File: config.mk
export PLATFORM = sky130hd
export DESIGN_NAME = msg_doorbell_unit
export DESIGN_NICKNAME = d
export VERILOG_FILES = /design/src/rtl/mdu_pkg.sv /design/src/rtl/mdu_rst_sync.sv /design/src/rtl/mdu_msg_bank.sv /design/src/rtl/mdu_doorbell.sv /design/src/rtl/mdu_irq_ctrl.sv /design/src/rtl/msg_doorbell_unit.sv
export SDC_FILE = /design/constraint.sdc
export NUM_CORES = 1
export LEC_CHECK = 0
export BUFFER_PORTS_ARGS = -buffer_cell sky130_fd_sc_hd__buf_4
export CELL_PAD_IN_SITES_DETAIL_PLACEMENT = 0
export CELL_PAD_IN_SITES_GLOBAL_PLACEMENT = 1
export CORE_MARGIN = 2
export CORE_UTILIZATION = 48
export DETAILED_ROUTE_END_ITERATION = 10
export PLACE_DENSITY_LB_ADDON = 0.1
export SLEW_MARGIN = 0
export SYNTH_ARGS = -nofsm -noshare
export SYNTH_HDL_FRONTEND = slang
export SYNTH_SLANG_ARGS = --single-unit
File: constraint.sdc
create_clock -name clk -period 10.1 [get_ports clk]
set_clock_uncertainty 0.05 [all_clocks]
set_input_delay 0 -clock clk [delete_from_list [all_inputs] [get_ports clk]]
set_output_delay 0 -clock clk [all_outputs]
set_load 0.05 [all_outputs]
File: src/rtl/mdu_pkg.sv
`timescale 1ns/1ps
package mdu_pkg;
  localparam int unsigned CAUSE_W   = 5;
  localparam int unsigned CB_MSG0   = 0;
  localparam int unsigned CB_MSG1   = 1;
  localparam int unsigned CB_DB     = 2;
  localparam int unsigned CB_QPOST  = 4;
  localparam logic [CAUSE_W-1:0] IRQ_SRC = 5'b10111;
  localparam logic [CAUSE_W-1:0] MASK_RST = '1;

  // word indices (byte address / 4)
  localparam int unsigned RA_OWN_MSG0  = 0;
  localparam int unsigned RA_PEER_MSG0 = 2;
  localparam int unsigned RA_DB_OUT    = 4;
  localparam int unsigned RA_DB_IN     = 5;
  localparam int unsigned RA_IN_CAUSE  = 6;
  localparam int unsigned RA_IN_MASK   = 7;
  localparam int unsigned RA_OB_CAUSE  = 8;
  localparam int unsigned RA_OB_MASK   = 9;
endpackage

File: src/rtl/mdu_rst_sync.sv
`timescale 1ns/1ps
module mdu_rst_sync #(
  parameter int STAGES = 2
) (
  input  logic clk,
  input  logic rst_n,
  output logic rst_sync_n
);
  logic [STAGES-1:0] stg_q;
  logic [STAGES-1:0] stg_d;

  always_comb stg_d = {stg_q[STAGES-2:0], 1'b1};

  always_ff @(posedge clk or negedge rst_n) begin
    if (!rst_n) stg_q <= '0;
    else        stg_q <= stg_d;
  end

  assign rst_sync_n = stg_q[STAGES-1];
endmodule

File: src/rtl/mdu_msg_bank.sv
`timescale 1ns/1ps
module mdu_msg_bank #(
  parameter int DATA_W = 32,
  parameter int NUM    = 2
) (
  input  logic                         clk,
  input  logic                         rst_n,
  input  logic [NUM-1:0]               wr_en,
  input  logic [DATA_W-1:0]            wdata,
  input  logic [NUM-1:0]               clr,
  output logic [NUM-1:0][DATA_W-1:0]   msg_q,
  output logic [NUM-1:0]               flag_q
);
  logic [NUM-1:0] flag_d;

  // a fresh write wins over a same-cycle clear
  always_comb flag_d = wr_en | (flag_q & ~clr);

  always_ff @(posedge clk or negedge rst_n) begin
    if (!rst_n) flag_q <= '0;
    else        flag_q <= flag_d;
  end

  for (genvar g = 0; g < NUM; g++) begin : g_slot
    logic [DATA_W-1:0] data_r;
    always_ff @(posedge clk or negedge rst_n) begin
      if (!rst_n)        data_r <= '0;
      else if (wr_en[g]) data_r <= wdata;
    end
    assign msg_q[g] = data_r;
  end
endmodule

File: src/rtl/mdu_doorbell.sv
`timescale 1ns/1ps
module mdu_doorbell #(
  parameter int W = 32
) (
  input  logic         clk,
  input  logic         rst_n,
  input  logic         set_en,
  input  logic [W-1:0] set_bits,
  input  logic         clr_en,
  input  logic [W-1:0] clr_bits,
  output logic [W-1:0] bell_q,
  output logic         any_set
);
  logic [W-1:0] bell_d;
  logic [W-1:0] set_m;
  logic [W-1:0] clr_m;

  always_comb begin
    set_m  = set_en ? set_bits : '0;
    clr_m  = clr_en ? clr_bits : '0;
    bell_d = (bell_q & ~clr_m) | set_m;
  end

  always_ff @(posedge clk or negedge rst_n) begin
    if (!rst_n) bell_q <= '0;
    else        bell_q <= bell_d;
  end

  assign any_set = |bell_q;
endmodule

File: src/rtl/mdu_irq_ctrl.sv
`timescale 1ns/1ps
module mdu_irq_ctrl #(
  parameter int             CW  = 5,
  parameter logic [CW-1:0]  SRC = '1
) (
  input  logic          clk,
  input  logic          rst_n,
  input  logic [CW-1:0] cause,
  input  logic [CW-1:0] mask,
  output logic          irq_q
);
  logic irq_d;

  always_comb irq_d = |(cause & ~mask & SRC);

  always_ff @(posedge clk or negedge rst_n) begin
    if (!rst_n) irq_q <= 1'b0;
    else        irq_q <= irq_d;
  end
endmodule

File: src/rtl/msg_doorbell_unit.sv
`timescale 1ns/1ps
module msg_doorbell_unit
  import mdu_pkg::*;
#(
  parameter int DATA_W = 32,
  parameter int ADDR_W = 6,
  parameter int N_MSG  = 2
) (
  input  logic              clk,
  input  logic              rst_n,
  input  logic [ADDR_W-1:0] cpu_addr,
  input  logic              cpu_wr,
  input  logic              cpu_rd,
  input  logic [DATA_W-1:0] cpu_wdata,
  output logic [DATA_W-1:0] cpu_rdata,
  input  logic [ADDR_W-1:0] pci_addr,
  input  logic              pci_wr,
  input  logic              pci_rd,
  input  logic [DATA_W-1:0] pci_wdata,
  output logic [DATA_W-1:0] pci_rdata,
  input  logic              queue_post_evt,
  output logic              irq_cpu,
  output logic              irq_pci
);
  localparam int WORD_W = ADDR_W - 2;

  logic rst_int_n;
  logic [WORD_W-1:0] cpu_word, pci_word;
  logic cpu_ok, pci_ok;

  logic [N_MSG-1:0] cpu_we_own, pci_we_own, pci_rd_peer, cpu_clr_in;
  logic [N_MSG-1:0][DATA_W-1:0] ob_msg, ib_msg;
  logic [N_MSG-1:0] ob_flag, ib_flag;

  logic cpu_we_dbo, pci_we_dbo, cpu_we_dbi, pci_we_dbi;
  logic [DATA_W-1:0] ob_db, ib_db;
  logic ob_db_any, ib_db_any;

  logic cpu_we_icause, cpu_we_imask, cpu_we_omask;
  logic qpost_q, qpost_d;
  logic [CAUSE_W-1:0] in_mask, in_mask_d, ob_mask, ob_mask_d;
  logic [CAUSE_W-1:0] in_cause, ob_cause;
  logic [DATA_W-1:0] cpu_rdata_d, pci_rdata_d;

  mdu_rst_sync #(.STAGES(2)) u_rst (
    .clk(clk), .rst_n(rst_n), .rst_sync_n(rst_int_n)
  );

  // ---------------- address decode ----------------
  always_comb begin
    cpu_word = cpu_addr[ADDR_W-1:2];
    pci_word = pci_addr[ADDR_W-1:2];
    cpu_ok   = (cpu_addr[1:0] == 2'b00);
    pci_ok   = (pci_addr[1:0] == 2'b00);
    for (int k = 0; k < N_MSG; k++) begin
      cpu_we_own[k]  = cpu_wr && cpu_ok && (cpu_word == WORD_W'(RA_OWN_MSG0 + k));
      pci_we_own[k]  = pci_wr && pci_ok && (pci_word == WORD_W'(RA_OWN_MSG0 + k));
      pci_rd_peer[k] = pci_rd && pci_ok && (pci_word == WORD_W'(RA_PEER_MSG0 + k));
    end
    cpu_we_dbo    = cpu_wr && cpu_ok && (cpu_word == WORD_W'(RA_DB_OUT));
    pci_we_dbo    = pci_wr && pci_ok && (pci_word == WORD_W'(RA_DB_OUT));
    cpu_we_dbi    = cpu_wr && cpu_ok && (cpu_word == WORD_W'(RA_DB_IN));
    pci_we_dbi    = pci_wr && pci_ok && (pci_word == WORD_W'(RA_DB_IN));
    cpu_we_icause = cpu_wr && cpu_ok && (cpu_word == WORD_W'(RA_IN_CAUSE));
    cpu_we_imask  = cpu_wr && cpu_ok && (cpu_word == WORD_W'(RA_IN_MASK));
    cpu_we_omask  = cpu_wr && cpu_ok && (cpu_word == WORD_W'(RA_OB_MASK));
    for (int k = 0; k < N_MSG; k++)
      cpu_clr_in[k] = cpu_we_icause && cpu_wdata[k];
  end

  // ---------------- messages ----------------
  mdu_msg_bank #(.DATA_W(DATA_W), .NUM(N_MSG)) u_ob_msg (
    .clk(clk), .rst_n(rst_int_n), .wr_en(cpu_we_own), .wdata(cpu_wdata),
    .clr(pci_rd_peer), .msg_q(ob_msg), .flag_q(ob_flag)
  );

  mdu_msg_bank #(.DATA_W(DATA_W), .NUM(N_MSG)) u_ib_msg (
    .clk(clk), .rst_n(rst_int_n), .wr_en(pci_we_own), .wdata(pci_wdata),
    .clr(cpu_clr_in), .msg_q(ib_msg), .flag_q(ib_flag)
  );

  // ---------------- doorbells ----------------
  mdu_doorbell #(.W(DATA_W)) u_ob_db (
    .clk(clk), .rst_n(rst_int_n),
    .set_en(cpu_we_dbo), .set_bits(cpu_wdata),
    .clr_en(pci_we_dbo), .clr_bits(pci_wdata),
    .bell_q(ob_db), .any_set(ob_db_any)
  );

  mdu_doorbell #(.W(DATA_W)) u_ib_db (
    .clk(clk), .rst_n(rst_int_n),
    .set_en(pci_we_dbi), .set_bits(pci_wdata),
    .clr_en(cpu_we_dbi), .clr_bits(cpu_wdata),
    .bell_q(ib_db), .any_set(ib_db_any)
  );

  // ---------------- queue cause, masks ----------------
  always_comb begin
    qpost_d   = queue_post_evt | (qpost_q & ~(cpu_we_icause & cpu_wdata[CB_QPOST]));
    in_mask_d = cpu_we_imask ? cpu_wdata[CAUSE_W-1:0] : in_mask;
    ob_mask_d = cpu_we_omask ? cpu_wdata[CAUSE_W-1:0] : ob_mask;
  end

  always_ff @(posedge clk or negedge rst_int_n) begin
    if (!rst_int_n) begin
      qpost_q <= 1'b0;
      in_mask <= MASK_RST;
      ob_mask <= MASK_RST;
    end else begin
      qpost_q <= qpost_d;
      in_mask <= in_mask_d;
      ob_mask <= ob_mask_d;
    end
  end

  always_comb begin
    in_cause           = '0;
    in_cause[CB_MSG0]  = ib_flag[0];
    in_cause[CB_MSG1]  = ib_flag[1];
    in_cause[CB_DB]    = ib_db_any;
    in_cause[CB_QPOST] = qpost_q;
    ob_cause           = '0;
    ob_cause[CB_MSG0]  = ob_flag[0];
    ob_cause[CB_MSG1]  = ob_flag[1];
    ob_cause[CB_DB]    = ob_db_any;
  end

  // ---------------- interrupts ----------------
  mdu_irq_ctrl #(.CW(CAUSE_W), .SRC(IRQ_SRC)) u_irq_cpu (
    .clk(clk), .rst_n(rst_int_n), .cause(in_cause), .mask(in_mask), .irq_q(irq_cpu)
  );

  mdu_irq_ctrl #(.CW(CAUSE_W), .SRC(IRQ_SRC)) u_irq_pci (
    .clk(clk), .rst_n(rst_int_n), .cause(ob_cause), .mask(ob_mask), .irq_q(irq_pci)
  );

  // ---------------- read paths ----------------
  always_comb begin
    cpu_rdata_d = '0;
    if (cpu_ok) begin
      for (int k = 0; k < N_MSG; k++) begin
        if (cpu_word == WORD_W'(RA_OWN_MSG0 + k))  cpu_rdata_d = ob_msg[k];
        if (cpu_word == WORD_W'(RA_PEER_MSG0 + k)) cpu_rdata_d = ib_msg[k];
      end
      if (cpu_word == WORD_W'(RA_DB_OUT))   cpu_rdata_d = ob_db;
      if (cpu_word == WORD_W'(RA_DB_IN))    cpu_rdata_d = ib_db;
      if (cpu_word == WORD_W'(RA_IN_CAUSE)) cpu_rdata_d = DATA_W'(in_cause);
      if (cpu_word == WORD_W'(RA_IN_MASK))  cpu_rdata_d = DATA_W'(in_mask);
      if (cpu_word == WORD_W'(RA_OB_CAUSE)) cpu_rdata_d = DATA_W'(ob_cause);
      if (cpu_word == WORD_W'(RA_OB_MASK))  cpu_rdata_d = DATA_W'(ob_mask);
    end
  end

  always_comb begin
    pci_rdata_d = '0;
    if (pci_ok) begin
      for (int k = 0; k < N_MSG; k++) begin
        if (pci_word == WORD_W'(RA_OWN_MSG0 + k))  pci_rdata_d = ib_msg[k];
        if (pci_word == WORD_W'(RA_PEER_MSG0 + k)) pci_rdata_d = ob_msg[k];
      end
      if (pci_word == WORD_W'(RA_DB_OUT))   pci_rdata_d = ob_db;
      if (pci_word == WORD_W'(RA_DB_IN))    pci_rdata_d = ib_db;
      if (pci_word == WORD_W'(RA_IN_CAUSE)) pci_rdata_d = DATA_W'(in_cause);
      if (pci_word == WORD_W'(RA_IN_MASK))  pci_rdata_d = DATA_W'(in_mask);
      if (pci_word == WORD_W'(RA_OB_CAUSE)) pci_rdata_d = DATA_W'(ob_cause);
      if (pci_word == WORD_W'(RA_OB_MASK))  pci_rdata_d = DATA_W'(ob_mask);
    end
  end

  always_ff @(posedge clk or negedge rst_int_n) begin
    if (!rst_int_n) begin
      cpu_rdata <= '0;
      pci_rdata <= '0;
    end else begin
      if (cpu_rd) cpu_rdata <= cpu_rdata_d;
      if (pci_rd) pci_rdata <= pci_rdata_d;
    end
  end
endmodule

==> results of run 1 <==
metal layers:
metal,global-route usage,up-vias
met1,0.436,5470
met5,0,-
met2,0.464,531
met4,0.0877,0
li1,-,4594
met3,0.0573,80
registers in the layout, indices dropped and copies added (netlist names):
register	cells
u_ib_msg.g_slot.data_r	64
u_irq_cpu.irq_q	1
u_ib_msg.flag_q	2
pci_rdata	32
u_ob_msg.g_slot.data_r	64
in_mask	5
u_ib_db.bell_q	32
u_ob_msg.flag_q	2
u_irq_pci.irq_q	1
u_rst.stg_q	2
u_ob_db.bell_q	32
cpu_rdata	32
ob_mask	5
qpost_q	1
worst register-to-register path, stage by stage (launching register included):
cell and delay [ns]:
dfrtp_1 0.47, nor4_1 0.72, nand4_1 0.40, o31ai_1 0.40
nand3_1 0.12, a32o_1 0.27
Yosys cell counts (all sizes together), types with 2 or more instances:
cell type	count
and3	3
nand3	5
a221oi	9
a22oi	32
and2	4
nor2	30
o32ai	2
nand4	5
nand2	98
dfrtp	265
o211ai	2
or3	2
inv	41
nor3	9
o22ai	20
buf	58
nor3b	2
nor2b	10
mux2i	13
o21ai	28
nor4	17
o2bb2ai	21
a31o	12
a21oi	13
clkbuf	23
dfstp	10
mux2	154
a222oi	36
o31ai	2
nand2b	10
a211oi	4
o221ai	2
mux4	46
a21o	9
a22o	66
a32o	2
worst paths after layout:
path,start,end,slack [ns],cells after the start
setup / recovery,pci_addr[4],u_ib_msg.g_slot[1].data_r[23],6.71,7
hold / removal,cpu_addr[1],u_ib_msg.flag_q[1],0.03,6
setup reg to reg,u_ib_db.bell_q[22],cpu_rdata[2],7.54,5
hold reg to reg,u_rst.stg_q[1],pci_rdata[9],0.25,0
max in group asynchronous,u_rst.stg_q[1],pci_rdata[2],7.60,2
min in group asynchronous,u_rst.stg_q[1],pci_rdata[9],0.25,0
stage by stage:
| step | hold WS, ns | instance area (um2) |
|---|---|---|
| 3_5_place_dp | -0.264 | 14900 |
| 2_1_floorplan | -0.346 | 13500 |
| 5_1_grt | 0.0726 | 17000 |
| 6_report | 0.0299 | 17000 |
| 3_3_place_gp | -0.267 | 14900 |
| 4_1_cts | 0.00991 | 17000 |
report_power, final:
group / internal [mW] / total, mW / leakage (nW) / switching [mW]
Clock: 0.748 / 1.21 / 0.533 / 0.461
Combinational: 0.237 / 0.447 / 3.36 / 0.210
Sequential: 1.22 / 1.34 / 3.65 / 0.116
logic make-up after synthesis:
kind of cell | synth area share
AND/OR/NAND/NOR | 0.0736
multiplexers | 0.215
other | 0.000278
AO/OA/AOI/OAI | 0.158
flip-flops | 0.511
buffers and inverters | 0.0419
layout make-up:
| cell class | instances | area share |
|---|---|---|
| Sequential cell | 275 | 0.406 |
| Tap cell | 378 | 0.0278 |
| Timing Repair Buffer | 271 | 0.136 |
| Clock inverter | 18 | 0.0163 |
| Inverter | 41 | 0.00906 |
| Multi-Input combinational cell | 681 | 0.357 |
| Clock buffer | 36 | 0.0478 |
==> summary.md, run 1 <==
| Metric | Value |
|---|---|
| Top Metal Used | met4 |
| Seq. cell area | 0.00690 mm2 |
| Slew at the pin closest to its max-slew limit | approximately 1.1 ns |
| Synthesized instance count | approximately 1,100 |
| # setup viols final | 0 |
| Cell mode on critical path | buf_4 |
| Yosys warning count | 0 |
| Leakage | 7.54 nW |
| Routed met1 length | 18,900 um |
| Detailed Place HPWL | 26,100 um |
| Clk slew on worst S/H paths | 0.06 ns |
| Post-DRT Antenna Nets | 0 |
| Clock insertion delay at the later pin of the skew report | 0.56 ns |
| IO Count | 149 |
| Synth unique cells | 64 |
| Clock Sinks | between 200 and 300 |
| Vias in the first global route | 10,700 |
| Most frequent cells in the layout | dfrtp_1 (264), buf_4 (166), mux2_2 (143) |
| Final Hold Fails | 0 |
| CP max-delay cell | nor3b_4 |
| Initial DRC Count | 1,207 |
| H-tree Lvls | 1 |
| CP Data Arrival Time | 3.79 ns |
| Pre-antenna DRT Iters | 6 |
| Met3 wire len | 3720 um |
| DIE AREA | 0.0295 mm2 |
| Worst Hold Class | in -> reg |
| Setup TNS Final | 0 ns |
| First-pass GRT wire length | 66,300 um |
| Num CTS Buffers | 29 |
| CTS root buf | clkbuf_16 |
| Die span in y | 172 um |
| Max Freq | 295 MHz |
| Share of cells above drive strength 1 | 0.334 |
| Total wire length | 43,800 um |
| Worst vdd ir | 0.116 mV |
| Core area | 0.0277 mm2 |
| Pwr dens | 176 mW/mm2 |
| RSZ-0062 raised after global routing | no |
| Area contributors post-synth | dfrtp_1 (49%), mux2_2 (12%), mux4_2 (7.7%) |
| Initial antenna violation count | 0 |
| Synthesized area per cell | roughly 13 um2 |
| Hold buffer count at cts | 104 |
| Worst Path Buf+Inv | 3 |
| Multi-input gate area | 0.00607 mm2 |
| Met2 WL | just under 20,000 um |
| Synth area leader | dfrtp_1 |
| Slew HR | 0.229 |
| Setup Buffers After CTS | 0 |
| Nets | roughly 1,400 |
| Post-cts repair resize count | 0 |
| Total power | 3.00 mW |
| P&R area growth vs syn | 25.9% |
| Maxcap violations | 0 |
| CP Capture Type | register |
| Flops & latches, synth | 275 |
| Fill cell count | 2,257 |
| Routed via count | 10,700 |
| Crit share post-route | 0.336 |
| CTS tree | yes |
| # diodes | 0 |
| Outcome | finished, final reports clean |
| Ys async rst share | 1.00 |
| GPL Wtd Cong | 0.844 |
| Crit-path max cell delay | 0.91 ns |
| Kind of critical path | in -> reg |
| Share of the synthesized area in the top cell type | 0.491 |
| Max-slew violations | 0 |
| Maximum clock insertion buffer count | 3 |
| Post-Layout Cell Count | between 1,500 and 2,000 |
| Post-synth EDFFs | 0 |
| Pin count of the biggest net entering global routing | 170 |
| Final worst setup slack | 6.71 ns |
| Tmin final | 3.39 ns |
| Inst Count DP | 1,542 |
| Die width | 172 um |
| Pre-CTS worst setup slack | 6.74 ns |
| Post-Syn Area | around 0.013 mm2 |
| Vias per cell | between 6 and 7 |
| Crit-path cells | dlygate4sd3_1 > buf_4 > nor2_4 > and2_1 > nor3b_4 > buf_4 > mux2_2 |
| Final core occ | 0.613 |
| Commonest non-fill, non-tap cell in the layout | dfrtp_1 |
| Initial Util | 0.487 |
| Overflow after GRT | 0 |
| DRC viols | 0 |
| GRT Total Usage | 0.301 |
| Routed wire per std cell | 25.7 um |
| # port buffers | 148 |
| Seq/Total Area, Yosys | 0.511 |
| Synth Net Count | 1,161 |
| CP top delay family | simple AND/OR/NAND/NOR gates |
| Top_reg_cell synth | dfrtp_1 |
| CP required | roughly 10 ns |
| Num rows | slightly above 60 |
| CP startpoint kind | input port |
| Critical path fanouts, max | 19 |
Note: power is estimated with default switching activity, not from simulation.
==> run 2: changes to the inputs <==
- CORE_UTILIZATION: 48 -> 43
- clock period: 10.1 -> 3.1 ns (I/O delays scaled with it)
==> summary.md, run 2 (same netlist as run 1, synthesis figures left out) <==
| Metric | Value |
|---|---|
| Tmin final | 2.71 ns |
| Final Hold Fails | 0 (unchanged) |
| Detailed Place HPWL | 29,300 um (was 26,100 um) |
| Initial DRC Count | 1,019 (was 1,207) |
| DIE AREA | 0.0328 mm2 (was 0.0295 mm2) |
| Die width | 181 um (was 172 um) |
| Pwr dens | 566 mW/mm2 (was 176 mW/mm2) |
| Leakage | 7.69 nW (was 7.54 nW) |
| GPL Wtd Cong | 0.844 (about the same) |
| Total wire length | 46,200 um (was 43,800 um) |
| Initial Util | 0.439 (was 0.487) |
| Die span in y | 181 um (was 172 um) |
| CP Data Arrival Time | 3.03 ns (was 3.79 ns) |
| Seq. cell area | 0.00690 mm2 (unchanged) |
| Fill cell count | 2,642 (was 2,257) |
| H-tree Lvls | 2 (was 1) |
| # port buffers | 148 (unchanged) |
| Critical path fanouts, max | 32 (was 19) |
| Worst Hold Class | in -> reg (unchanged) |
| Nets | 1,409 (was 1,382) |
| CP Capture Type | register (unchanged) |
| First-pass GRT wire length | 70,500 um (was 66,300 um) |
| Clock insertion delay at the later pin of the skew report | 0.51 ns (was 0.56 ns) |
| Slew HR | 0.430 (was 0.229) |
| Setup TNS Final | 0 ns (unchanged) |
| Post-DRT Antenna Nets | 0 (unchanged) |
| # setup viols final | 0 (unchanged) |
| Overflow after GRT | 0 (unchanged) |
| # diodes | 0 (unchanged) |
| Initial antenna violation count | 0 (unchanged) |
| Routed via count | 10,800 (was 10,700) |
| Max Freq | 369 MHz |
| Inst Count DP | 1,588 (was 1,542) |
| Design Area, Final | 0.0172 mm2 (was 0.0170 mm2) |
| Num rows | 64 (was 61) |
| Vias per cell | 6.17 (was 6.28) |
| Biggest regs | u_ib_msg.g_slot.data_r (64), u_ob_msg.g_slot.data_r (64) (unchanged) |
| Kind of critical path | in -> reg (unchanged) |
| DRC viols | 0 (unchanged) |
| CTS root buf | clkbuf_16 (unchanged) |
| Multi-input gate area | 0.00607 mm2 (about the same) |
| Worst vdd ir | 0.336 mV (was 0.116 mV) |
| Max-slew violations | 0 (unchanged) |
| IO Count | 149 (unchanged) |
| Slew at the pin closest to its max-slew limit | 0.856 ns (was 1.15 ns) |
| Hold buffer count at cts | 98 (was 104) |
| Clk slew on worst S/H paths | 0.06 ns (about the same) |
| CP required | 3.43 ns (was 10.49 ns) |
| CP startpoint kind | input port (unchanged) |
| Crit share post-route | 0.873 |
| Setup Buffers After CTS | 0 (unchanged) |
| Maxcap violations | 0 (unchanged) |
| Routed wire per std cell | 26.5 um (was 25.7 um) |
| Clock Sinks | 275 (unchanged) |
| Placed Area | 0.0152 mm2 (was 0.0149 mm2) |
| Outcome | finished, final reports clean (unchanged) |
| Commonest non-fill, non-tap cell in the layout | dfrtp_1 (unchanged) |
| Hold Crit Depth | 3 (was 6) |
| GRT Total Usage | 0.284 (was 0.301) |
| Post-Layout Cell Count | 1,746 (was 1,700) |
| RSZ-0062 raised after global routing | no (unchanged) |
| Post-cts repair resize count | 0 (unchanged) |
| Vias in the first global route | 11,200 (was 10,700) |
| WHS | 0.0504 ns (was 0.0299 ns) |
| P&R area growth vs syn | 27.6% (was 25.9%) |
| Most frequent cells in the layout | dfrtp_1 (264), buf_4 (189), mux2_2 (143) (was dfrtp_1 (264), buf_4 (166), mux2_2 (143)) |
| Maximum clock insertion buffer count | 3 (unchanged) |
| CTS tree | yes (unchanged) |
| Pre-antenna DRT Iters | 6 (unchanged) |
| Pin count of the biggest net entering global routing | 57 (was 170) |
| Path depth of the worst reg2reg path | 5 (unchanged) |
| Num CTS Buffers | 34 (was 29) |
| Share of cells above drive strength 1 | 0.344 (was 0.334) |
| Core area | 0.0307 mm2 (was 0.0277 mm2) |
==> run 2: cell types whose count changed in the layout (fill, tap and decap cells not counted), moves of 6 or more <==
cell and change:
bufinv_16 -6, dlygate4sd3_1 -6, clkbuf_16 +6, clkbuf_1 +12, buf_4 +23, clkinv_2 -6
==> run 2: final cells by class <==
class / instances / share of cell area
flip-flops and latches: 275 / 0.400
multi-input cells: 681 / 0.352
repair buffers: 293 / 0.146
clock buffers: 56 / 0.0601
well taps: 396 / 0.0288
inverters: 41 / 0.00894
clock inverters: 4 / 0.00320
==> run 2: worst max-delay path, stage by stage <==
cell and delay [ns]:
dlygate4sd3_1 0.54, buf_4 0.20, nand2b_2 0.29, nor3_4 0.44, nor2b_2 0.23, buf_4 0.45, nand2_1 0.11, a22o_1 0.20
dlygate4sd3_1 0.56
==> run 2: power by group <==
part | switching [mW] | total [mW] | internal (mW)
sequential | 0.382 | 4.37 | 3.99
combinational | 0.683 | 1.47 | 0.790
clock | 1.53 | 3.90 | 2.36
total | 2.60 | 9.74 | 7.14
==> run 2: final timing paths <==
kind                                         start            endpoint  slack [ns]
worst min register to register      u_rst.stg_q[0]      u_rst.stg_q[1]        0.30
worst max register to register  u_ob_db.bell_q[19]        cpu_rdata[2]        0.92
worst min-delay path                        pci_rd        pci_rdata[3]        0.05
min in group asynchronous                    rst_n      u_rst.stg_q[1]        0.30
max in group asynchronous           u_rst.stg_q[1]          ob_mask[3]        1.78
worst max-delay path                   pci_addr[5]  u_ob_db.bell_q[15]        0.39
==> run 2: per-stage QoR <==
stage,util,power [mW],setup WS (ns)
final,0.560,9.74,0.393
after global routing,0.560,10.1,0.265
after CTS,0.560,9.78,0.475
after detailed placement,0.493,5.76,0.813
after global placement,0.493,5.72,0.844
after floorplan,-,5.19,0.306
==> run 2: layer usage <==
metal | GRT usage | part of all wire | up-vias
li1 | - | - | 4660
met1 | 0.417 | 0.46 | 5558
met2 | 0.439 | 0.45 | 472
met3 | 0.0435 | 0.067 | 81
met4 | 0.0813 | 0.024 | 0
met5 | 0 | 0 | -
==> run 3: changes to the inputs <==
- GPL_TIMING_DRIVEN: default -> 0
==> summary.md, run 3 (same netlist as run 1, synthesis figures left out) <==
| Metric | Value |
|---|---|
| Crit-path max cell delay | 0.80 ns (was 0.56 ns) |
| Maximum clock insertion buffer count | 3 (unchanged) |
| Crit-path cells | dlygate4sd3_1 > buf_4 > nand2b_1 > nor3_2 > and2_0 > clkbuf_1 > buf_2 > a22o_1 > dlygate4sd3_1 (was dlygate4sd3_1 > buf_4 > nand2b_2 > nor3_4 > nor2b_2 > buf_4 > nand2_1 > a22o_1 > dlygate4sd3_1) |
| Clock insertion delay at the later pin of the skew report | 0.55 ns (was 0.51 ns) |
| CTS tree | yes (unchanged) |
| Initial Util | 0.439 (unchanged) |
| GPL Wtd Cong | 0.852 (was 0.844) |
| Setup TNS Final | 0 ns (unchanged) |
| Crit share post-route | 0.940 (was 0.873) |
| Max Freq | 343 MHz (was 369 MHz) |
| Detailed Place HPWL | 32,800 um (was 29,300 um) |
| Sequential power share | 0.455 (was 0.449) |
| Beginning of the critical path | cpu_addr[5] (was pci_addr[5]) |
| Design Area, Final | 0.0173 mm2 (was 0.0172 mm2) |
| Outcome | finished, final reports clean (unchanged) |
| Logic pwr share | 0.157 (was 0.151) |
| Overflow after GRT | 0 (unchanged) |
| # setup viols final | 0 (unchanged) |
| Setup Buffers After CTS | 0 (unchanged) |
| WHS | 0.0429 ns (was 0.0504 ns) |
| Nets | 1,445 (was 1,409) |
| Initial DRC Count | 1,099 (was 1,019) |
| Pin count of the biggest net entering global routing | 65 (was 57) |
| Core area | 0.0307 mm2 (unchanged) |
| RSZ-0062 raised after global routing | no (unchanged) |
| Tmin final | 2.91 ns (was 2.71 ns) |
| Vias in the first global route | 11,000 (was 11,200) |
| GRT Total Usage | 0.292 (was 0.284) |
| Switching part of the total power | 0.265 (was 0.267) |
| Die width | 181 um (unchanged) |
| WHS Endpoint | pci_rdata[4] (was pci_rdata[3]) |
| # port buffers | 144 (was 148) |
| Clock Sinks | 275 (unchanged) |
| Leakage | 7.71 nW (was 7.69 nW) |
| Most frequent cells in the layout | dfrtp_1 (264), buf_4 (152), mux2_2 (143) (was dfrtp_1 (264), buf_4 (189), mux2_2 (143)) |
| Biggest regs | u_ib_msg.g_slot.data_r (64), u_ob_msg.g_slot.data_r (64) (unchanged) |
| Path depth of the worst reg2reg path | 5 (unchanged) |
| CTS root buf | clkbuf_16 (unchanged) |
| Routed via count | 11,000 (was 10,800) |
| Clk slew on worst S/H paths | 0.06 ns (about the same) |
| Die span in y | 181 um (unchanged) |
| CP max-delay cell | nor3_2 (was dlygate4sd3_1) |
| Share of cells above drive strength 1 | 0.336 (was 0.344) |
| Initial antenna violation count | 0 (unchanged) |
| DIE AREA | 0.0328 mm2 (unchanged) |
| P_sw | 2.55 mW (was 2.60 mW) |
| Kind of critical path | in -> reg (unchanged) |
| Clk pwr share | 0.388 (was 0.400) |
| Vias per cell | 6.19 (was 6.17) |
| Total power | 9.63 mW (was 9.74 mW) |
| Reg-to-reg endpoint | pci_rdata[2] (was cpu_rdata[2]) |
| Int Power | 7.07 mW (was 7.14 mW) |
| P&R area growth vs syn | 27.9% (was 27.6%) |
| Maxcap violations | 0 (unchanged) |
| Hold Crit Depth | 5 (was 3) |
| Total wire length | 47,800 um (was 46,200 um) |
| Worst min-delay path startpoint | pci_addr[4] (was pci_rd) |
| Cell mode on critical path | dlygate4sd3_1 |
| R2R Path Start | u_ob_db.bell_q[19] (unchanged) |
| Slew HR | 0.301 (was 0.430) |
| First-pass GRT wire length | 71,500 um (was 70,500 um) |
| CP startpoint kind | input port (unchanged) |
| Critical path fanouts, max | 10 (was 32) |
| CP required | 3.54 ns (was 3.43 ns) |
| Worst Hold Class | in -> reg (unchanged) |
| Worst vdd ir | 0.355 mV (was 0.336 mV) |
| CP Data Arrival Time | 3.35 ns (was 3.03 ns) |
| IO Count | 149 (unchanged) |
| DRC viols | 0 (unchanged) |
| Pre-antenna DRT Iters | 7 (was 6) |
| Commonest non-fill, non-tap cell in the layout | dfrtp_1 (unchanged) |
| Placed Area | 0.0152 mm2 (about the same) |
| Final core occ | 0.561 (was 0.560) |
| CP Capture Type | register (unchanged) |
| Post-DRT Antenna Nets | 0 (unchanged) |
| Pwr dens | 558 mW/mm2 (was 566 mW/mm2) |
| Num CTS Buffers | 29 (was 34) |
| Num rows | 64 (unchanged) |
| H-tree Lvls | 1 (was 2) |
| Max-slew violations | 0 (unchanged) |
| Reg2Reg Setup Slack | 0.70 ns (was 0.92 ns) |
| Routed wire per std cell | 26.9 um (was 26.5 um) |
| Final Hold Fails | 0 (unchanged) |
| Slew at the pin closest to its max-slew limit | 1.05 ns (was 0.856 ns) |
[run 3: cell count changes in the layout (fill, tap and decap cells not counted), sizes merged]
| cell | delta |
|---|---|
| buf | +11 |
| bufinv | +3 |
| clkbuf | +14 |
| clkinv | +1 |
| diode | +1 |
| dlygate4sd3 | +7 |
| inv | -2 |
[run 3: final cells by class]
class / instances / area [um2]
clock buffer: 47 / 893
tap: 396 / 495
buffer: 81 / 412
inverter: 41 / 154
fill: 2652 / 13500
sequential: 275 / 6900
antenna: 1 / 2.50
multi-input combinational: 681 / 6030
clock inverter: 6 / 130
timing repair buffer: 253 / 2240
[run 3: per-layer routing]
metal / share of wire / GRT usage / vias to the layer above
li1: - / - / 4712
met1: 0.45 / 0.434 / 5671
met2: 0.45 / 0.440 / 554
met3: 0.077 / 0.0490 / 91
met4: 0.029 / 0.0875 / 0
met5: 0 / 0 / -
[run 3: worst max path at each step]
stage	cells past startpoint	endpoint	slack, ns
floorplan	0	cpu_rdata[0]	0.31
global placement	0	qpost_q	-0.82
detailed placement	7	cpu_rdata[25]	0.70
CTS	9	u_ob_db.bell_q[17]	0.23
global route	9	u_ob_db.bell_q[12]	0.08
finish	9	u_ob_db.bell_q[17]	0.19
[run 3: timing repair]
item	CTS	global route
hold buffers	105	0
hold endpoints to repair	215	0
resized for setup	0	0
[run 3: metrics by stage]
stage / worst slack, ns / std cells
finish: 0.185 / 1781
global route: 0.0817 / 1780
CTS: 0.229 / 1780
detailed placement: 0.699 / 1622
global placement: -0.816 / 1618
floorplan: 0.306 / 1078
[run 3: worst max-delay path, delay by kind of cell]
family	cells	cell delay, ns
compound gates	1	0.19
simple gates	3	1.27
buf+inv	5	1.86
[run 3: power by group through the flow]
stage | registers (mW) | logic [mW] | clock network (mW)
2_1_floorplan | 4.39 | 0.807 | 0
3_3_place_gp | 4.47 | 1.26 | 0
3_5_place_dp | 4.43 | 1.35 | 0
4_1_cts | 4.36 | 1.50 | 3.81
5_1_grt | 4.42 | 1.61 | 3.95
6_report | 4.38 | 1.51 | 3.74
